**config.mk**
```make
export PLATFORM = sky130hd
export DESIGN_NAME = bip_err_monitor
export DESIGN_NICKNAME = d
export VERILOG_FILES = /design/src/rtl/bipm_pkg.sv /design/src/rtl/bipm_parity.sv /design/src/rtl/bipm_accum.sv /design/src/rtl/bipm_period.sv /design/src/rtl/bip_err_monitor.sv
export SDC_FILE = /design/constraint.sdc
export NUM_CORES = 1
export LEC_CHECK = 0
export BUFFER_PORTS_ARGS = -buffer_cell sky130_fd_sc_hd__buf_2
export CAP_MARGIN = 15
export CELL_PAD_IN_SITES_DETAIL_PLACEMENT = 1
export CELL_PAD_IN_SITES_GLOBAL_PLACEMENT = 1
export CORE_ASPECT_RATIO = 0.5
export CORE_MARGIN = 3
export CORE_UTILIZATION = 41
export DETAILED_ROUTE_END_ITERATION = 10
export PLACE_DENSITY = 0.82
export SETUP_SLACK_MARGIN = 0.3
export SLEW_MARGIN = 40
export SYNTH_ARGS = -nofsm -noshare
export SYNTH_HDL_FRONTEND = slang
export SYNTH_SLANG_ARGS = --single-unit
export TNS_END_PERCENT = 30
```
**constraint.sdc**
```tcl
create_clock -name clk_i -period 3.23 [get_ports clk_i]
set_input_delay 0.4845 -clock clk_i [delete_from_list [all_inputs] [get_ports clk_i]]
set_output_delay 0.4845 -clock clk_i [all_outputs]
set_load 0.005 [all_outputs]
```
**src/rtl/bipm_pkg.sv**
```systemverilog
package bipm_pkg;
  localparam int unsigned NUM_PAR = 2;
  localparam int unsigned NUM_SUM = 3;

  function automatic logic [3:0] pop8(input logic [7:0] v);
    logic [3:0] n;
    n = '0;
    for (int i = 0; i < 8; i++) n = n + 4'(v[i]);
    return n;
  endfunction
endpackage

```
**src/rtl/bipm_parity.sv**
```systemverilog
module bipm_parity (
  input  logic       clk_i,
  input  logic       rst_ni,
  input  logic       valid_i,
  input  logic       sof_i,
  input  logic [7:0] data_i,
  input  logic       incl_i,
  input  logic       pos_i,
  input  logic       sync_ok_i,
  output logic       err_vld_o,
  output logic [3:0] err_cnt_o
);
  import bipm_pkg::*;

  logic [7:0] acc_q, ref_q;
  logic       seen_q, ref_ok_q;

  always_ff @(posedge clk_i or negedge rst_ni) begin
    if (!rst_ni) begin
      acc_q     <= '0;
      ref_q     <= '0;
      seen_q    <= 1'b0;
      ref_ok_q  <= 1'b0;
      err_vld_o <= 1'b0;
      err_cnt_o <= '0;
    end else begin
      err_vld_o <= 1'b0;
      if (valid_i) begin
        // compare uses the reference of the previous frame
        if (pos_i && ref_ok_q) begin
          err_vld_o <= 1'b1;
          err_cnt_o <= pop8(data_i ^ ref_q);
        end
        if (sof_i) begin
          ref_q    <= acc_q;
          acc_q    <= incl_i ? data_i : 8'h00;
          ref_ok_q <= seen_q && sync_ok_i;
          seen_q   <= sync_ok_i;
        end else if (incl_i) begin
          acc_q <= acc_q ^ data_i;
        end
      end
      if (!sync_ok_i) begin
        seen_q   <= 1'b0;
        ref_ok_q <= 1'b0;
      end
    end
  end
endmodule

```
**src/rtl/bipm_accum.sv**
```systemverilog
module bipm_accum #(
  parameter int unsigned W  = 16,
  parameter int unsigned IW = 4
) (
  input  logic          clk_i,
  input  logic          rst_ni,
  input  logic [IW-1:0] inc_i,
  input  logic          end_i,
  output logic [W-1:0]  sum_o,
  output logic [W-1:0]  total_o
);
  logic [W-1:0] acc_q;
  logic [W:0]   wide;

  always_comb begin
    wide  = {1'b0, acc_q} + (W+1)'(inc_i);
    sum_o = wide[W] ? {W{1'b1}} : wide[W-1:0];
  end

  always_ff @(posedge clk_i or negedge rst_ni) begin
    if (!rst_ni) begin
      acc_q   <= '0;
      total_o <= '0;
    end else if (end_i) begin
      total_o <= sum_o;
      acc_q   <= '0;
    end else begin
      acc_q <= sum_o;
    end
  end
endmodule

```
**src/rtl/bipm_period.sv**
```systemverilog
module bipm_period #(
  parameter int unsigned PER_W = 16
) (
  input  logic             clk_i,
  input  logic             rst_ni,
  input  logic             tick_i,
  input  logic [PER_W-1:0] period_i,
  output logic             end_o
);
  logic [PER_W-1:0] cnt_q;
  logic [PER_W:0]   nxt;

  assign nxt   = {1'b0, cnt_q} + 1'b1;
  assign end_o = tick_i && (nxt >= {1'b0, period_i});

  always_ff @(posedge clk_i or negedge rst_ni) begin
    if (!rst_ni)     cnt_q <= '0;
    else if (tick_i) cnt_q <= end_o ? '0 : nxt[PER_W-1:0];
  end
endmodule

```
**src/rtl/bip_err_monitor.sv**
```systemverilog
module bip_err_monitor #(
  parameter int unsigned CNT_W = 16,
  parameter int unsigned PER_W = 16,
  parameter int unsigned FE_W  = 4
) (
  input  logic             clk_i,
  input  logic             rst_ni,
  input  logic             valid_i,
  input  logic [7:0]       data_i,
  input  logic             sof_i,
  input  logic             b1_pos_i,
  input  logic             b2_pos_i,
  input  logic             b2_en_i,
  input  logic             sync_ok_i,
  input  logic             fe_vld_i,
  input  logic [FE_W-1:0]  fe_err_i,
  input  logic [PER_W-1:0] period_i,
  input  logic [CNT_W-1:0] sd_thresh_i,
  input  logic [CNT_W-1:0] sf_thresh_i,
  input  logic             irq_en_i,
  input  logic             irq_clr_i,
  output logic [CNT_W-1:0] b1_total_o,
  output logic [CNT_W-1:0] b2_total_o,
  output logic [CNT_W-1:0] fe_total_o,
  output logic             sd_o,
  output logic             sf_o,
  output logic             irq_o
);
  import bipm_pkg::*;

  localparam int unsigned IW = (FE_W > 4) ? FE_W : 4;

  logic [NUM_PAR-1:0] par_incl, par_pos, par_vld;
  logic [3:0]         par_cnt [NUM_PAR];
  logic [IW-1:0]      inc     [NUM_SUM];
  logic [CNT_W-1:0]   sum     [NUM_SUM];
  logic [CNT_W-1:0]   tot     [NUM_SUM];
  logic               period_end;

  assign par_incl = {b2_en_i, 1'b1};
  assign par_pos  = {b2_pos_i, b1_pos_i};

  for (genvar g = 0; g < NUM_PAR; g++) begin : g_par
    bipm_parity u_par (
      .clk_i     (clk_i),
      .rst_ni    (rst_ni),
      .valid_i   (valid_i),
      .sof_i     (sof_i),
      .data_i    (data_i),
      .incl_i    (par_incl[g]),
      .pos_i     (par_pos[g]),
      .sync_ok_i (sync_ok_i),
      .err_vld_o (par_vld[g]),
      .err_cnt_o (par_cnt[g])
    );
  end

  always_comb begin
    for (int k = 0; k < NUM_PAR; k++) inc[k] = par_vld[k] ? IW'(par_cnt[k]) : '0;
    inc[NUM_SUM-1] = fe_vld_i ? IW'(fe_err_i) : '0;
  end

  bipm_period #(.PER_W(PER_W)) u_period (
    .clk_i    (clk_i),
    .rst_ni   (rst_ni),
    .tick_i   (valid_i && sof_i),
    .period_i (period_i),
    .end_o    (period_end)
  );

  for (genvar g = 0; g < NUM_SUM; g++) begin : g_acc
    bipm_accum #(.W(CNT_W), .IW(IW)) u_acc (
      .clk_i   (clk_i),
      .rst_ni  (rst_ni),
      .inc_i   (inc[g]),
      .end_i   (period_end),
      .sum_o   (sum[g]),
      .total_o (tot[g])
    );
  end

  assign b1_total_o = tot[0];
  assign b2_total_o = tot[1];
  assign fe_total_o = tot[2];

  always_ff @(posedge clk_i or negedge rst_ni) begin
    if (!rst_ni) begin
      sd_o  <= 1'b0;
      sf_o  <= 1'b0;
      irq_o <= 1'b0;
    end else begin
      if (period_end) begin
        sd_o <= sum[1] > sd_thresh_i;
        sf_o <= sum[1] > sf_thresh_i;
      end
      if (period_end && irq_en_i) irq_o <= 1'b1;
      else if (irq_clr_i)         irq_o <= 1'b0;
    end
  end
endmodule

```
==> qor.csv <==
metric;value;unit
p_per_area;541.6;nW/µm²
crit_required;3.57;ns
die-area;24330;µm²
cts_root_buf;clkbuf_16;
fill_cells;2363;
start_kind;register;
synth_area_leaders;dfrtp_1, ha_1, nand2_1, mux2_2, a21oi_1;
gp_congestion;0.8526;
avgSynthCellArea;9.765;µm²
violations;negative setup slack;
endpoint_kind;register;
synth-main-ff-cell;dfrtp_1;
drt_pass1_iterations;4;
clkSlewWorstSetupHoldPaths;0.07;ns
synthArstFlopShare;100.0;%
cts_tree;done;
clock.fmax;0.2763;GHz
grt_antenna_before_repair;2;
hold_viol;0;
grt_pass1_wl;46980;µm
grt_max_degree;75;
nNetsFinal;1312;
yosys_warnings;0;
layout_min_cycle_time;3.619;ns
grtUsageMet3;4.200;%
grtUsageMet2;43.49;%
wl;34230;µm
clkLatencyLatePin;0.45;ns
cts.path.max_buffers;2;
setup_violations;99;
vias;8320;
slew_violations;0;
grt_pass1_vias;8790;
first_iter_violations;548;
power_leakage;6.237;nW
setup_tns;-22.66;ns
grt_overflow_total;0;
period_share;112.0;%
synth-seq-cells;159;
vias_per_cell;5.637;
areaGrowthSynthToFinish;35.96;%
synth.distinct_cells;50;
die_x;217.6;µm
min_path_type;in -> async;
layout-drive-gt1-share;35.18;%
grt-busiest-layer;met2;
initial_core_util;42.06;%
syn_inst;940;
synthesis.area;9179;µm²
crit_buf_inv;1;
synth_edf_count;0;
outcome;finished, violations left;
met1_usage;29.80;%
h-tree-depth;4;
cp_common_cell;a21oi_1;
critPathTopFamily;compound AO/OA/AOI/OAI gates;
cts_hold_buf;0;
ir_worst_vdd;0.3184;mV
critPathMaxStageDelay;0.40;ns
core;21820;µm²
portBuffers;121;
ios;122;
synth_area_leader_cell;dfrtp_1;
remaining_drc_errors;0;
crit_fanout;5;
critPathKind;reg -> reg;
layout_setup_ws;-0.3889;ns
worst_slew_pin_slew;0.7827;ns
slowest_stage;fa_2;
crit_chain;and2_4 > ha_4 > fa_2 > a21oi_4 > o21ai_4 > nand4_1 > xor2_1 > nand2_1 > ha_1 > a21o_1 > nand3_1 > a21oi_1 > a2111oi_2 > buf_4 > a21oi_1 > mux2_4;
rsz0062_at_grt;yes;
final_util;57.18;%
rows;38;
grt_usage;24.27;%
yosysSeqAreaShare;43.35;%
antenna_left;0;
arrival;3.96;ns
slew_headroom;47.82;%
dpl.hpwl;19670;µm
avgRoutedWirePerCell;23.19;µm
numCtsBuffers;17;
maxCapViolCount;0;
synth_top_area_share;43.35;%
skew;0.01464;ns
fp.dieH;111.8;µm
cts_sinks;159;
synth_fp_nets;1089;
## stage by stage
step | std cells | setup WS [ns] | instance area (µm²) | total power, mW | hold WS [ns]
3_5_place_dp | 1403 | -0.4258 | 10870 | 4.317 | 0.4753
3_3_place_gp | 1403 | -0.2906 | 10870 | 4.162 | 0.4675
2_1_floorplan | 940 | 0.07911 | 9429 | 3.611 | 0.1889
4_1_cts | 1449 | -0.2112 | 11810 | 6.473 | 0.08050
5_1_grt | 1476 | -0.5134 | 12480 | 7.101 | 0.09540
6_report | 1476 | -0.3889 | 12480 | 6.759 | 0.05031
## cells in the final DEF (no fill, tap or decap), drive strengths merged, types with 5 or more instances in the layout
cell type,n
buf,242
dfrtp,159
nand2,137
inv,79
ha,67
a21oi,66
mux2,47
nor2,44
xor2,37
nand3,33
o21ai,27
and2,25
xnor2,24
clkbuf,23
nand4,19
a311oi,16
fa,11
nor2b,10
mux2i,9
a22oi,8
a211oi,8
a21o,7
nor3,7
a22o,6
nand2b,5
and3,5
## cells in the mapped netlist (5+ instances only)
| cell | instances |
|---|---|
| buf_6 | 5 |
| nand4_1 | 19 |
| a311oi_1 | 16 |
| nor3_1 | 7 |
| xor2_1 | 37 |
| a21oi_1 | 65 |
| ha_1 | 67 |
| nor2_1 | 44 |
| a22o_1 | 6 |
| mux2i_1 | 9 |
| inv_1 | 78 |
| clkbuf_1 | 27 |
| and3_1 | 5 |
| nand3_1 | 32 |
| fa_1 | 11 |
| and2_1 | 25 |
| nand2b_1 | 5 |
| a21o_1 | 7 |
| nor2b_1 | 10 |
| nand2_1 | 137 |
| a211oi_1 | 8 |
| o21ai_0 | 25 |
| a22oi_1 | 8 |
| dfrtp_1 | 159 |
| xnor2_1 | 24 |
| mux2_2 | 38 |
| mux2_1 | 9 |
## final timing paths
check,slack (ns),cells after the start,endpoint,start
max reg2reg,-0.39,16,sd_o,g_par[1].u_par.err_vld_o
max,-0.39,16,sd_o,g_par[1].u_par.err_vld_o
min in group clk_i,0.26,2,g_par[1].u_par.seen_q,sync_ok_i
max in group asynchronous,2.31,2,u_period.cnt_q[13],rst_ni
min reg2reg,0.49,1,g_acc[2].u_acc.total_o[4],g_acc[2].u_acc.total_o[4]
min,0.05,1,g_acc[2].u_acc.total_o[5],rst_ni
## power by group
group | internal (mW) | switching, mW
registers | 2.27 | 0.256
clock network | 1.17 | 0.905
logic | 1.00 | 1.15
total | 4.45 | 2.31
## kinds of logic (layout without fill, tap and decap cells)
| kind of cell | Yosys count | after routing | synth area share [%] |
|---|---|---|---|
| multiplexers | 56 | 56 | 6.748 |
| AND/OR/NAND/NOR | 297 | 297 | 15.04 |
| flip-flops | 159 | 159 | 43.35 |
| XOR/XNOR | 61 | 61 | 5.821 |
| other | 0 | 2 | 0 |
| adder cells (fa/ha/maj) | 78 | 78 | 11.53 |
| buffers and inverters | 118 | 352 | 5.453 |
| AO/OA/AOI/OAI | 171 | 171 | 12.06 |
## layout make-up
class | instances | area, µm² | share of cell area (%)
antenna | 2 | 5.005 | 0.04010
clock inverter | 9 | 111.4 | 0.8923
clock buffer | 21 | 460.4 | 3.690
inverter | 78 | 292.8 | 2.346
sequential | 159 | 3979 | 31.88
multi-input combinational | 663 | 5445 | 43.63
timing repair buffer | 244 | 1810 | 14.51
tap | 300 | 375.4 | 3.008
## routing by layer
metal	vias up	routed length, µm
met5	-	13
met4	2	1354
met3	112	1491
met2	257	17730
met1	4275	13640
li1	3674	-
## what timing repair did
item	CTS	global route
setup endpoints to repair	119	120
gates cloned	3	2
pin swaps	29	55
resized for setup	36	95
endpoints found under the hold margin	0	0
buffers inserted	13	23
## state kept, by name, summed over array words and instances (netlist names)
name	cells
g_acc.u_acc.acc_q	48
g_par.u_par.acc_q	16
g_par.u_par.ref_ok_q	1
irq_o	1
sd_o	1
g_par.u_par.seen_q	1
sf_o	1
g_par.u_par.ref_q	16
u_period.cnt_q	16
g_acc.u_acc.total_o	48
g_par.u_par.err_cnt_o	8
g_par.u_par.err_vld_o	2
No activity file was read; power rests on OpenSTA's default activity.
